**src/rtl/msub_pkg.sv**
```systemverilog
package msub_pkg;

    localparam int DATA_W    = 64;
    localparam int BYTE_W    = 8;
    localparam int NUM_SIZES = 4;
    localparam int SIZE_W    = $clog2(NUM_SIZES);
    localparam int NIB_W     = 4;

    typedef enum logic [SIZE_W-1:0] {
        SZ_BYTE  = 2'd0,
        SZ_HALF  = 2'd1,
        SZ_WORD  = 2'd2,
        SZ_DWORD = 2'd3
    } size_e;

    typedef struct packed {
        logic of;
        logic sf;
        logic zf;
        logic af;
        logic pf;
        logic cf;
    } flags_t;

    typedef enum logic {
        ST_IDLE = 1'b0,
        ST_EMIT = 1'b1
    } ctl_state_e;

endpackage

```
**src/rtl/msub_lane.sv**
```systemverilog
// One fixed-width subtract lane: difference, unsigned borrow, signed overflow, sign.
module msub_lane #(
    parameter int LANE_W = 8
) (
    input  logic [LANE_W-1:0] a_i,
    input  logic [LANE_W-1:0] b_i,
    output logic [LANE_W-1:0] diff_o,
    output logic              borrow_o,
    output logic              ovf_o,
    output logic              sign_o
);

    logic [LANE_W:0] wide_diff;

    always_comb begin
        wide_diff = {1'b0, a_i} - {1'b0, b_i};
        diff_o    = wide_diff[LANE_W-1:0];
        borrow_o  = wide_diff[LANE_W];
        sign_o    = wide_diff[LANE_W-1];
        ovf_o     = (a_i[LANE_W-1] ^ b_i[LANE_W-1]) &
                    (wide_diff[LANE_W-1] ^ a_i[LANE_W-1]);
    end

endmodule

```
**src/rtl/msub_core.sv**
```systemverilog
// Builds one lane per width and selects the lane chosen by the width code.
module msub_core
    import msub_pkg::*;
#(
    parameter int W     = DATA_W,
    parameter int LANES = NUM_SIZES,
    parameter int BASE  = BYTE_W
) (
    input  logic [W-1:0]      dest_i,
    input  logic [W-1:0]      src_i,
    input  size_e             size_i,
    output logic [W-1:0]      result_o,
    output logic              borrow_o,
    output logic              ovf_o,
    output logic              sign_o
);

    logic [W-1:0] lane_res [LANES];
    logic [LANES-1:0] lane_borrow;
    logic [LANES-1:0] lane_ovf;
    logic [LANES-1:0] lane_sign;

    for (genvar g = 0; g < LANES; g++) begin : g_lane
        localparam int LW = BASE << g;
        logic [LW-1:0] diff;

        msub_lane #(.LANE_W(LW)) lane_i (
            .a_i      (dest_i[LW-1:0]),
            .b_i      (src_i[LW-1:0]),
            .diff_o   (diff),
            .borrow_o (lane_borrow[g]),
            .ovf_o    (lane_ovf[g]),
            .sign_o   (lane_sign[g])
        );

        assign lane_res[g] = W'(diff);
    end

    always_comb begin
        unique case (size_i)
            SZ_BYTE:  begin result_o = lane_res[0]; borrow_o = lane_borrow[0]; ovf_o = lane_ovf[0]; sign_o = lane_sign[0]; end
            SZ_HALF:  begin result_o = lane_res[1]; borrow_o = lane_borrow[1]; ovf_o = lane_ovf[1]; sign_o = lane_sign[1]; end
            SZ_WORD:  begin result_o = lane_res[2]; borrow_o = lane_borrow[2]; ovf_o = lane_ovf[2]; sign_o = lane_sign[2]; end
            SZ_DWORD: begin result_o = lane_res[3]; borrow_o = lane_borrow[3]; ovf_o = lane_ovf[3]; sign_o = lane_sign[3]; end
            default:  begin result_o = '0; borrow_o = 1'b0; ovf_o = 1'b0; sign_o = 1'b0; end
        endcase
    end

endmodule

```
**src/rtl/msub_flaggen.sv**
```systemverilog
// Width-independent flags: zero, nibble borrow and low-byte parity.
module msub_flaggen
    import msub_pkg::*;
#(
    parameter int W = DATA_W
) (
    input  logic [W-1:0]      result_i,
    input  logic [NIB_W-1:0]  dest_nib_i,
    input  logic [NIB_W-1:0]  src_nib_i,
    output logic              zf_o,
    output logic              af_o,
    output logic              pf_o
);

    // The result is already zero above the selected width, so a full-width test is exact.
    assign zf_o = (result_i == '0);
    assign af_o = (dest_nib_i < src_nib_i);
    assign pf_o = ~(^result_i[BYTE_W-1:0]);

endmodule

```
**src/rtl/msub_flagunit.sv**
```systemverilog
module msub_flagunit
    import msub_pkg::*;
(
    input  logic                 clk,
    input  logic                 rst_n,
    input  logic                 in_valid,
    input  logic [SIZE_W-1:0]    size_sel,
    input  logic [DATA_W-1:0]    dest_i,
    input  logic [DATA_W-1:0]    src_i,
    output logic                 out_valid,
    output logic [DATA_W-1:0]    result_o,
    output logic                 of_o,
    output logic                 sf_o,
    output logic                 zf_o,
    output logic                 af_o,
    output logic                 pf_o,
    output logic                 cf_o
);

    ctl_state_e         state_q, state_d;
    logic [DATA_W-1:0]  core_res;
    logic               core_borrow, core_ovf, core_sign;
    flags_t             flags_d, flags_q;
    logic [DATA_W-1:0]  res_q;

    msub_core #(.W(DATA_W), .LANES(NUM_SIZES), .BASE(BYTE_W)) core_i (
        .dest_i   (dest_i),
        .src_i    (src_i),
        .size_i   (size_e'(size_sel)),
        .result_o (core_res),
        .borrow_o (core_borrow),
        .ovf_o    (core_ovf),
        .sign_o   (core_sign)
    );

    msub_flaggen #(.W(DATA_W)) flag_i (
        .result_i   (core_res),
        .dest_nib_i (dest_i[NIB_W-1:0]),
        .src_nib_i  (src_i[NIB_W-1:0]),
        .zf_o       (flags_d.zf),
        .af_o       (flags_d.af),
        .pf_o       (flags_d.pf)
    );

    assign flags_d.of = core_ovf;
    assign flags_d.sf = core_sign;
    assign flags_d.cf = core_borrow;

    // State register
    always_ff @(posedge clk or negedge rst_n) begin
        if (!rst_n) state_q <= ST_IDLE;
        else        state_q <= state_d;
    end

    // Transitions: capture (IDLE->EMIT), stream (EMIT->EMIT), drain (EMIT->IDLE)
    always_comb begin
        state_d = state_q;
        unique case (state_q)
            ST_IDLE: if (in_valid)  state_d = ST_EMIT;
            ST_EMIT: if (!in_valid) state_d = ST_IDLE;
            default: state_d = ST_IDLE;
        endcase
    end

    // Output registers
    always_ff @(posedge clk or negedge rst_n) begin
        if (!rst_n) begin
            res_q   <= '0;
            flags_q <= '0;
        end else if (in_valid) begin
            res_q   <= core_res;
            flags_q <= flags_d;
        end
    end

    assign out_valid = (state_q == ST_EMIT);
    assign result_o  = res_q;
    assign of_o      = flags_q.of;
    assign sf_o      = flags_q.sf;
    assign zf_o      = flags_q.zf;
    assign af_o      = flags_q.af;
    assign pf_o      = flags_q.pf;
    assign cf_o      = flags_q.cf;

endmodule

```
**config.mk**
```make
export PLATFORM = sky130hd
export DESIGN_NAME = msub_flagunit
export DESIGN_NICKNAME = d
export VERILOG_FILES = /design/src/rtl/msub_pkg.sv /design/src/rtl/msub_lane.sv /design/src/rtl/msub_core.sv /design/src/rtl/msub_flaggen.sv /design/src/rtl/msub_flagunit.sv
export SDC_FILE = /design/constraint.sdc
export NUM_CORES = 1
export LEC_CHECK = 0
export BUFFER_PORTS_ARGS = -buffer_cell sky130_fd_sc_hd__buf_2
export CORE_ASPECT_RATIO = 0.9
export CORE_MARGIN = 2
export CORE_UTILIZATION = 40
export CTS_CLUSTER_DIAMETER = 30
export DETAILED_ROUTE_END_ITERATION = 8
export PLACE_DENSITY = 0.74
export SETUP_SLACK_MARGIN = 0.2
export SKIP_LAST_GASP = 1
export SLEW_MARGIN = 10
export SYNTH_ARGS = -nofsm -noshare
export SYNTH_HDL_FRONTEND = slang
export SYNTH_SLANG_ARGS = --single-unit
```
**constraint.sdc**
```tcl
create_clock -name clk -period 1.45 [get_ports clk]
set_input_delay 0.2175 -clock clk [delete_from_list [all_inputs] [get_ports clk]]
set_output_delay 0.2175 -clock clk [all_outputs]
set_load 0.05 [all_outputs]
```
Yosys cells after proc, flatten, opt, wreduce, memory -nomap -nowiden

Index checks and enable logic that the tools add are counted.

Flip-flop bits (word level): 71
Input bits: 133
Output and inout port bits: 71
Word-level logic and storage cells: 37

Add/subtract/negate cells: 4
Order comparisons: 1
Eq/ne operators: 3
Multiplexer cells: 5
Bitwise operators: 13
Reductions and logical operators: 3

Operator list:

| cell                                                                   | count |
|---|---|
| 64-bit one-hot mux with 4 select lines                                 | 1 |
| 64-bit by 64-bit subtractor with 65-bit output                         | 1 |
| 64-bit logical NOT                                                     | 1 |
| 32-bit by 32-bit subtractor with 33-bit output                         | 1 |
| 16-bit by 16-bit subtractor with 17-bit output                         | 1 |
| 1-bit one-hot mux with 4 select lines                                  | 3 |
| 8-bit by 8-bit subtractor with 9-bit output                            | 1 |
| 8-bit XOR reduction                                                    | 1 |
| 1-bit bitwise XOR                                                      | 8 |
| 1-bit bitwise AND                                                      | 4 |
| 2-bit equality test (second input constant)                            | 2 |
| 4-bit < comparator                                                     | 1 |
| 2-bit by 1-bit equality test with 1-bit output (second input constant) | 1 |
| 2-bit logical NOT                                                      | 1 |
| 1-bit 2-to-1 mux                                                       | 1 |
| 1-bit NOT                                                              | 1 |

Logic depth before layout (Yosys ltp)

Gate-level depths: netlist of the first run.

Word-level depth: 4
Depth in mapped cells: 18
Gate-level depth less buffers: 18

Hierarchy

A second synthesis of the first run with hierarchy kept.

Cell total of the unflattened synthesis: 1,455
Area total of the unflattened synthesis: 12,022.8 um^2

Modules (own cells, without submodules):

| module                               | instances | cells an instance | area each (um^2) |
|---|---|---|---|
| msub_lane at core_i.g_lane[3].lane_i | 1         | 641               | 4,286.6 |
| msub_flagunit                        | 1         | 149               | 2,979.1 |
| msub_lane at core_i.g_lane[2].lane_i | 1         | 324               | 2,118.3 |
| msub_core                            | 1         | 108               | 977.2 |
| msub_lane at core_i.g_lane[1].lane_i | 1         | 130               | 913.4 |
| msub_lane at core_i.g_lane[0].lane_i | 1         | 57                | 400.4 |
| msub_flaggen                         | 1         | 46                | 347.8 |

Least setup slack after synthesis of the first run

Ideal clock, no wire load.

Path kind: input port to flip-flop
Start point: in dest_i[0]
End point: reg flags_q (netlist bit zf_o)
Setup time: 0.104 ns
Arrival time: 3.699 ns
Required time: 1.346 ns
Path slack: -2.352 ns
Stages on the path: 17
Path buffers: 0
Cell sequence: inv_1 -> ha_1 -> fa_1 -> nand2b_1 -> a21oi_1 -> a21oi_2 -> o21ai_2 -> a31oi_2 -> o31ai_1 -> xor2_1 -> a221o_1 -> a211oi_1 -> nand4b_1 -> nor4_1 -> and3_1 -> nand4_1 -> o41ai_2

Word-level cells in the longest chain between the ends: 3
Elaborated cells on any way between the ends: 6
Those cells by class: 4 x add/sub; 1 x mux; 1 x reduce/logical

RTL lines:

| what                                                                   | line                | RTL |
|---|---|---|
| start: declaration                                                     | msub_flagunit.sv:8  | `input logic [DATA_W-1:0] dest_i,` |
| 64-bit by 64-bit subtractor with 65-bit output (tied with other cells) | msub_lane.sv:16     | `wide_diff = {1'b0, a_i} - {1'b0, b_i};` |
| 64-bit one-hot mux with 4 select lines (*)                             | msub_core.sv:40     | `unique case (size_i)` |
| 64-bit logical NOT (*)                                                 | msub_flaggen.sv:16  | `assign zf_o = (result_i == '0);` |
| end signal: assignment                                                 | msub_flagunit.sv:72 | `flags_q <= flags_d;` |
| end: declaration                                                       | msub_flagunit.sv:23 | `flags_t flags_d, flags_q;` |

Every way passes the cells marked *; elsewhere a longest branch is shown, timed or not.
A chain may end at the register's enable or synchronous reset.

Worst setup path after layout of the first run

Start point: in src_i[1]
End point: reg flags_q (netlist bit zf_o)

Word-level cells in the longest chain between the ends: 3
Elaborated cells on any way between the ends: 6
Those cells by class: 4 x add/sub; 1 x mux; 1 x reduce/logical

RTL lines:

| what                                                                   | line               | RTL |
|---|---|---|
| start: declaration                                                     | msub_flagunit.sv:9 | `input logic [DATA_W-1:0] src_i,` |
| 64-bit by 64-bit subtractor with 65-bit output (tied with other cells) | msub_lane.sv:16    |  |
| 64-bit one-hot mux with 4 select lines (*)                             | msub_core.sv:40    |  |
| 64-bit logical NOT (*)                                                 | msub_flaggen.sv:16 |  |

Marked as above.

==> metrics.log, run 1 <==
INFO  metric status = finished, violations left
INFO  metric failed_checks = negative setup slack
INFO  metric initial_utilization = 0.411
INFO  metric grt_pass1_vias = 9934
INFO  metric post_layout_nonfiller_instances = 1711
INFO  metric share_clk_of_total_power = 0.197
INFO  metric overflow = 0
INFO  metric numCtsBuffers = 9
INFO  metric area_delta_synth_final = 80.0%
INFO  metric grt_antenna_before_repair = 1
INFO  metric grt_start_max_net_pins = 94
INFO  metric finalWeightedCongestion = 0.997
INFO  metric die_area = 0.0193 sq mm
INFO  metric yosys_register_bits = 71
INFO  metric internal_power = 7.08 mW
INFO  metric drt-total-wl = 39.3 mm
INFO  metric drt.antenna.violating_nets = 0
INFO  metric synthesis.nets = 1153
INFO  metric clock_tree_skew_after_final_layout = 0 ns
INFO  metric synth.top_cells.by_area = sky130_fd_sc_hd__dfrtp_1 24%, sky130_fd_sc_hd__ha_1 12%, sky130_fd_sc_hd__a21oi_1 6.5%
INFO  metric worst_hold_path_type = in2reg
INFO  metric grt_usage = 0.327
INFO  metric clock_insertion_delay_worst_skew = 0.35 ns
INFO  metric power = 12.9 mW
INFO  metric yosys_cell_types = 72
INFO  metric sw_frac_of_total = 0.453
INFO  metric cts_root_buf = sky130_fd_sc_hd__clkbuf_16
INFO  metric critical_path_arrival = 4.31 ns
INFO  metric final.min_clock_period = 4.08 ns
INFO  metric critical_path_slowest_stage_cell = sky130_fd_sc_hd__a21oi_2
INFO  metric place_hpwl = 21.5 mm
INFO  metric grt_setup_unrepaired = yes
INFO  metric max-cap-violations = 0
INFO  metric drt-vias-per-instance = 6.06
INFO  metric crit_path_max_incr_delay = 0.45 ns
INFO  metric area_of_the_core = 0.0177 sq mm
INFO  metric worst-endpoint-required = 1.68 ns
INFO  metric maximum_root_to_sink_buffer_count = 2
INFO  metric synthMostInstantiatedCell = sky130_fd_sc_hd__inv_1
INFO  metric netlist_top_cells_count = 124 x sky130_fd_sc_hd__inv_1, 94 x sky130_fd_sc_hd__a21oi_1, 85 x sky130_fd_sc_hd__nand2_1, 78 x sky130_fd_sc_hd__nor2_1, 71 x sky130_fd_sc_hd__dfrtp_1
INFO  metric place.port_buffers = 203
INFO  metric timing_max_transition_violations_final = 0
INFO  metric wire_per_inst = 23.0 um
INFO  metric post-route-worst-setup-slack = -2.63 ns
INFO  metric die_x = 146 um
INFO  metric grt_first_pass_wirelength = 51.0 mm
INFO  metric hold_ws = 0.272 ns
INFO  metric h-tree-depth = 3
INFO  metric worst-r2r-setup-slack = 0.31 ns
INFO  metric mappedNetlistArea = 0.00729 sq mm
INFO  metric finalSetupViolCount = 66
INFO  metric critical_path.cell_chain = buf_8 -> buf_6 -> fa_2 -> nand2b_4 -> a21oi_4 -> o21a_1 -> xnor2_2 -> ha_4 -> and3_1 -> nand3_2 -> a21oi_2 -> nand3_2 -> a2111oi_4 -> buf_4 -> nand4b_1 -> nor4_2 -> and3_1 -> nand4_1 -> o41ai_2
INFO  metric num_io_pins = 204
INFO  metric max_clock_freq = 245 MHz
INFO  metric combinationalPowerShare = 0.610
INFO  metric worst-path-max-fanout = 4
INFO  metric power.sequential.fraction = 0.193
INFO  metric synth-edff-count = 0
INFO  metric p_per_area = 986 mW/mm^2
INFO  metric max-slew-margin-rel = 0.413
INFO  metric route.vias.total = 10369
INFO  metric nNetsFinal = 1667
INFO  metric synth_largest_type_area_fraction = 0.244
INFO  metric synthesis.yosys.warnings = 0
INFO  metric layout_cells_sized_above_1 = 0.529
INFO  metric numPlacedInstances = 1638
INFO  metric power.switching = 5.86 mW
INFO  metric detail_route.drc_violations = 0
INFO  metric finalCritPeriodShare = 2.81
INFO  metric avgSynthCellArea = 7.67 sq um
INFO  metric tightestPinTransition = 0.880 ns
INFO  metric chipHeight = 132 um
INFO  metric critical_path_buf_inv_count = 3
INFO  metric tritoncts = done
INFO  metric number_of_sinks_driven_by_the_clock_tree = 71
INFO  metric drt_first_pass_iters = 8
INFO  metric cellLeakagePower = 6.48 nW
INFO  metric setup.worst_path.start_class = primary input
INFO  metric post_synth_inst_count = 951
INFO  metric worst-setup-path-type = in2reg
INFO  metric layout.core_utilization = 0.740
INFO  metric seq_area_frac_synth = 0.244
INFO  metric setup_tns = -79.45 ns
INFO  metric dr.first_iter.drc_count = 1290
INFO  metric peakVddDrop = 0.796 mV
INFO  metric placement_rows = 46
INFO  metric synth_async_sr_flop_share = 1.00
INFO  metric cp_top_delay_family = compound AO/OA/AOI/OAI gates
INFO  metric clk_pin_slew_worst_paths = 0.06 ns
INFO  metric netlist.top_cell.by_area = sky130_fd_sc_hd__dfrtp_1
INFO  metric synth_ff_type = sky130_fd_sc_hd__dfrtp_1
INFO  metric final_hold_viol_count = 0
INFO  metric critical_path.endpoint_type = flop
[power groups by stage]
stage	Sequential [mW]	Clock [mW]	Combinational, mW
2_1_floorplan	3.51	0	2.47
3_3_place_gp	2.48	0	5.74
3_5_place_dp	2.48	0	5.87
4_1_cts	2.45	2.43	6.61
5_1_grt	2.52	2.60	8.14
6_report	2.50	2.55	7.89
[final timing paths]
path,depth (start not counted),to,from
worst max register to register,2,of_o,of_o
max in group asynchronous,3,result_o[44],rst_n
worst min register to register,1,result_o[15],result_o[15]
min in group asynchronous,2,result_o[59],rst_n
worst max-delay path,19,zf_o,src_i[1]
worst min-delay path,4,result_o[0],src_i[0]
[metrics by stage]
stage	setup WS [ns]	cell area (sq um)
after CTS	-1.75	12400
after global placement	-2.23	11000
after detailed placement	-2.46	11000
after global routing	-2.68	13100
after floorplan	-1.73	7820
final	-2.63	13100
[state kept, by name (all words and copies together) (netlist names)]
register / flops
result_o: 64
af_o: 1
cf_o: 1
of_o: 1
out_valid: 1
pf_o: 1
sf_o: 1
zf_o: 1
[worst reg2reg max path: stages, from the launching register on]
cell	delay, ns
sky130_fd_sc_hd__dfrtp_1	0.38
sky130_fd_sc_hd__nor2_1	0.09
sky130_fd_sc_hd__a21oi_1	0.50
[kinds of logic (layout without fill, tap and decap cells)]
group                    Yosys count  in the layout  synth area share
flip-flops                        71             71             0.244
buffers and inverters            159            678            0.0920
XOR/XNOR                          68             68            0.0817
AND/OR/NAND/NOR                  262            262             0.166
adder cells (fa/ha/maj)           69             69             0.119
multiplexers                      34             34            0.0505
AO/OA/AOI/OAI                    288            288             0.247
other                              0              1                 0
[repair_timing]
item / 4_1_cts / 5_1_grt
hold endpoints to repair: 15 / 0
pin swaps: 88 / 63
hold buffers: 1 / 0
gates resized for setup: 158 / 106
setup endpoints to repair: 66 / 78
setup buffers: 32 / 23
[layout by cell type (no fill, tap or decap), drive strengths merged, types with 3 or more instances in the layout]
cell type	n
a211oi	5
a21o	15
a21oi	97
a221o	3
a22oi	3
a31oi	10
and2	3
and3	4
buf	529
clkbuf	18
dfrtp	71
ha	68
inv	125
mux2	22
mux2i	12
nand2	85
nand2b	11
nand3	22
nand4	21
nor2	78
nor2b	7
nor3	16
nor4	5
o211ai	3
o21a	14
o21ai	83
o21bai	9
o22ai	20
o31ai	8
or3	3
xnor2	36
xor2	32
[layer usage]
| metal | share of wire | global-route usage |
|---|---|---|
| met1 | 0.35 | 0.386 |
| met2 | 0.42 | 0.541 |
| met3 | 0.12 | 0.0723 |
| met4 | 0.11 | 0.205 |
| met5 | 0 | 0 |
[area by class of cell]
cell class | instances | area [sq um]
Clock buffer | 10 | 229
Tap cell | 240 | 300
Fill cell | 1060 | 4610
Sequential cell | 71 | 1780
Inverter | 124 | 508
Timing Repair Buffer | 538 | 3830
Antenna cell | 1 | 2.50
Multi-Input combinational cell | 721 | 6380
Clock inverter | 6 | 92.6
Power figures use the tool's default switching activity.
==> run 2, diff against run 1 <==
- BUFFER_PORTS_ARGS: -buffer_cell sky130_fd_sc_hd__buf_2 -> unset
- DONT_BUFFER_PORTS: unset -> 1
- PLACE_DENSITY: 0.74 -> 0.64
==> run 2 against run 1 <==
Global-route usage fell by 5.1 points. Power fell by 8.3%. Sequential share of layout area rose by 0.66 points. The flow finishes with violations (negative hold slack, negative setup slack). Critical path depth fell by 4. Largest power group unchanged. Count of clock-buffer cells in the layout fell by 1. Setup slack improved by 0.91 ns.
==> metrics.log, run 2 (synthesis results as in run 1) <==
INFO  metric numPlacedInstances = 1496 (-8.7%)
INFO  metric setup_tns = -47.54 ns (+31.91 ns)
INFO  metric post-route-worst-setup-slack = -1.71 ns (+0.911 ns)
INFO  metric drt-vias-per-instance = 5.55 (-8.4%)
INFO  metric grtUsageMet2 = 0.471 (-0.0702)
INFO  metric hold_ws = -0.438 ns (-0.709 ns)
INFO  metric die_x = 146 um (unchanged)
INFO  metric grt_setup_unrepaired = yes
INFO  metric status = finished, violations left
INFO  metric place_hpwl = 21.1 mm (-2.1%)
INFO  metric detail_route.drc_violations = 0 (unchanged)
INFO  metric placement_rows = 46 (unchanged)
INFO  metric layout_cells_sized_above_1 = 0.510 (-0.0183)
INFO  metric maximum_root_to_sink_buffer_count = 2 (unchanged)
INFO  metric worst-r2r-setup-slack = 0.44 ns (+0.13 ns)
INFO  metric grt_usage = 0.276 (-0.0507)
INFO  metric nNetsFinal = 1510 (-9.4%)
INFO  metric grt_start_max_net_pins = 72 (-23%)
INFO  metric grt_pass1_vias = 8261 (-17%)
INFO  metric grt_antenna_before_repair = 0 (-1)
INFO  metric final.min_clock_period = 3.16 ns (-0.911 ns)
INFO  metric peakVddDrop = 0.712 mV (-11%)
INFO  metric groute.layer.met1.usage = 0.372 (-0.0145)
INFO  metric crit_path_max_incr_delay = 0.52 ns (+0.07 ns)
INFO  metric critical_path_slowest_stage_cell = sky130_fd_sc_hd__or4b_1
INFO  metric worst-path-max-fanout = 6 (+2)
INFO  metric final_hold_viol_count = 71 (+71)
INFO  metric p_per_area = 948 mW/mm^2 (-3.9%)
INFO  metric antenna-diode-count = 0 (-1)
INFO  metric worst-endpoint-required = 1.69 ns (about the same)
INFO  metric clock_tree_skew_after_final_layout = 0 ns (unchanged)
INFO  metric critical_path.endpoint_type = flop
INFO  metric failed_checks = negative hold slack, negative setup slack
INFO  metric layout_commonest_cell = sky130_fd_sc_hd__buf_4
INFO  metric worst_setup_path_startpoint = src_i[39]
INFO  metric num_io_pins = 204 (unchanged)
INFO  metric number_of_sinks_driven_by_the_clock_tree = 71 (unchanged)
INFO  metric clock_insertion_delay_worst_skew = 0.34 ns (about the same)
INFO  metric reg2reg_to = result_o[4]
INFO  metric chipHeight = 132 um (unchanged)
INFO  metric cellLeakagePower = 5.82 nW (-10%)
INFO  metric numCtsBuffers = 9 (unchanged)
INFO  metric crit-reg2reg-launch = result_o[4]
INFO  metric overflow = 0 (unchanged)
INFO  metric max_clock_freq = 316 MHz (+29%)
INFO  metric place.port_buffers = 0 (-100%)
INFO  metric wire_per_inst = 19.0 um (-17%)
INFO  metric critical_path_arrival = 3.41 ns (-0.90 ns)
INFO  metric area_of_the_core = 0.0177 sq mm (unchanged)
INFO  metric postPlaceCellArea = 0.0104 sq mm (-5.3%)
INFO  metric finalCritPeriodShare = 2.18 (-0.628)
INFO  metric die_area = 0.0193 sq mm (unchanged)
INFO  metric initial_utilization = 0.411 (unchanged)
INFO  metric h-tree-depth = 3 (unchanged)
INFO  metric flip_flop_count_of_the_largest_register_all_copies_and_words_added = 64 (unchanged)
INFO  metric gr-usage-met3 = 0.0374 (-0.0349)
INFO  metric worst_hold_path_type = in2async
INFO  metric max-cap-violations = 0 (unchanged)
INFO  metric drt.antenna.violating_nets = 0 (unchanged)
INFO  metric ff2ff_path_depth = 2 (unchanged)
INFO  metric worst-setup-path-type = in2reg
INFO  metric cts_root_buf = sky130_fd_sc_hd__clkbuf_16
INFO  metric finalSetupViolCount = 62 (-6.1%)
INFO  metric area_delta_synth_final = 71.8%
INFO  metric max-slew-margin-rel = 0.520 (+0.107)
INFO  metric crit_end = zf_o
INFO  metric cts_hold_repair.buffers = 2 (+1)
INFO  metric finalWeightedCongestion = 0.981 (-1.6%)
INFO  metric setup.worst_path.start_class = primary input
INFO  metric grt-busiest-layer = met2
INFO  metric dr.first_iter.drc_count = 511 (-60%)
INFO  metric finalInstanceArea = 0.0125 sq mm (-4.5%)
INFO  metric post_layout_nonfiller_instances = 1553 (-9.2%)
INFO  metric route.vias.total = 8618 (-17%)
INFO  metric clk_pin_slew_worst_paths = 0.07 ns (about the same)
INFO  metric timing_max_transition_violations_final = 0 (unchanged)
INFO  metric tightestPinTransition = 0.717 ns (-0.163 ns)
INFO  metric most-common-layout-cells = 340 x sky130_fd_sc_hd__buf_4, 110 x sky130_fd_sc_hd__inv_1, 74 x sky130_fd_sc_hd__nand2_1, 69 x sky130_fd_sc_hd__dfrtp_1, 61 x sky130_fd_sc_hd__nor2_1
INFO  metric tritoncts = done
INFO  metric critical_path.cell_chain = inv_1 -> ha_1 -> nand4_1 -> or3_4 -> o31ai_2 -> and3_1 -> o21ai_2 -> a21oi_2 -> o21ai_2 -> mux2i_1 -> or4b_1 -> a21oi_1 -> and3_1 -> nand4_1 -> o41ai_2
INFO  metric grt_first_pass_wirelength = 43.1 mm (-16%)
INFO  metric drt-total-wl = 29.5 mm (-25%)
INFO  metric drt_first_pass_iters = 5 (-3)
run 2: cell types whose count changed in the layout (fill, tap and decap cells not counted), sizes merged:
cell    before  now
buf        529  380
clkbuf      18    9
clkinv       1    3
bufinv       2    1
diode        1    0
run 2: metrics by stage:
stage	power, mW	hold slack (ns)	util	setup slack (ns)
final	11.9	-0.438	0.707	-1.71
after global routing	12.4	-0.446	0.707	-1.86
after CTS	11.0	-0.438	0.654	-1.54
after detailed placement	8.17	-0.0764	0.587	-2.07
after global placement	8.11	-0.0761	0.587	-2.01
after floorplan	5.98	-0.0781	-	-1.73
run 2: what timing repair did:
action,4_1_cts,5_1_grt
hold endpoints to repair,109,71
setup buffers,18,21
pin swaps,72,72
gates resized for setup,140,151
endpoints found under the setup margin,66,67
run 2: worst max-delay path, delay by kind of cell:
family	cells	cell delay, ns
fa+ha+maj	1	0.39
buf+inv	1	0.02
simple gates	6	1.60
mux	1	0.15
compound gates	6	1.02
run 2: area by class of cell:
class                           instances  area (sq um)
Clock inverter                          7          72.6
Clock buffer                            9           225
Inverter                              124           536
Timing Repair Buffer                  381          3020
Tap cell                              240           300
Multi-Input combinational cell        721          6590
Sequential cell                        71          1780
Fill cell                            1289          5200
run 2: where the power goes:
group / internal [mW] / total [mW] / switching [mW]
logic: 3.19 / 6.71 / 3.52
registers: 2.27 / 2.85 / 0.581
clock network: 1.34 / 2.31 / 0.972
run 2: worst min-delay path by stage:
stage / cells after the start / to / slack [ns] / start
global placement: 0 / result_o[61] / -0.08 / rst_n
finish: 0 / result_o[52] / -0.44 / rst_n
CTS: 0 / result_o[52] / -0.44 / rst_n
detailed placement: 0 / result_o[62] / -0.08 / rst_n
global route: 0 / result_o[44] / -0.45 / rst_n
floorplan: 0 / af_o / -0.08 / rst_n
run 2: per-layer routing:
metal,vias up,share of wire
met5,-,0
met4,0,0.031
met3,78,0.062
met2,417,0.48
met1,4094,0.42
li1,4029,-
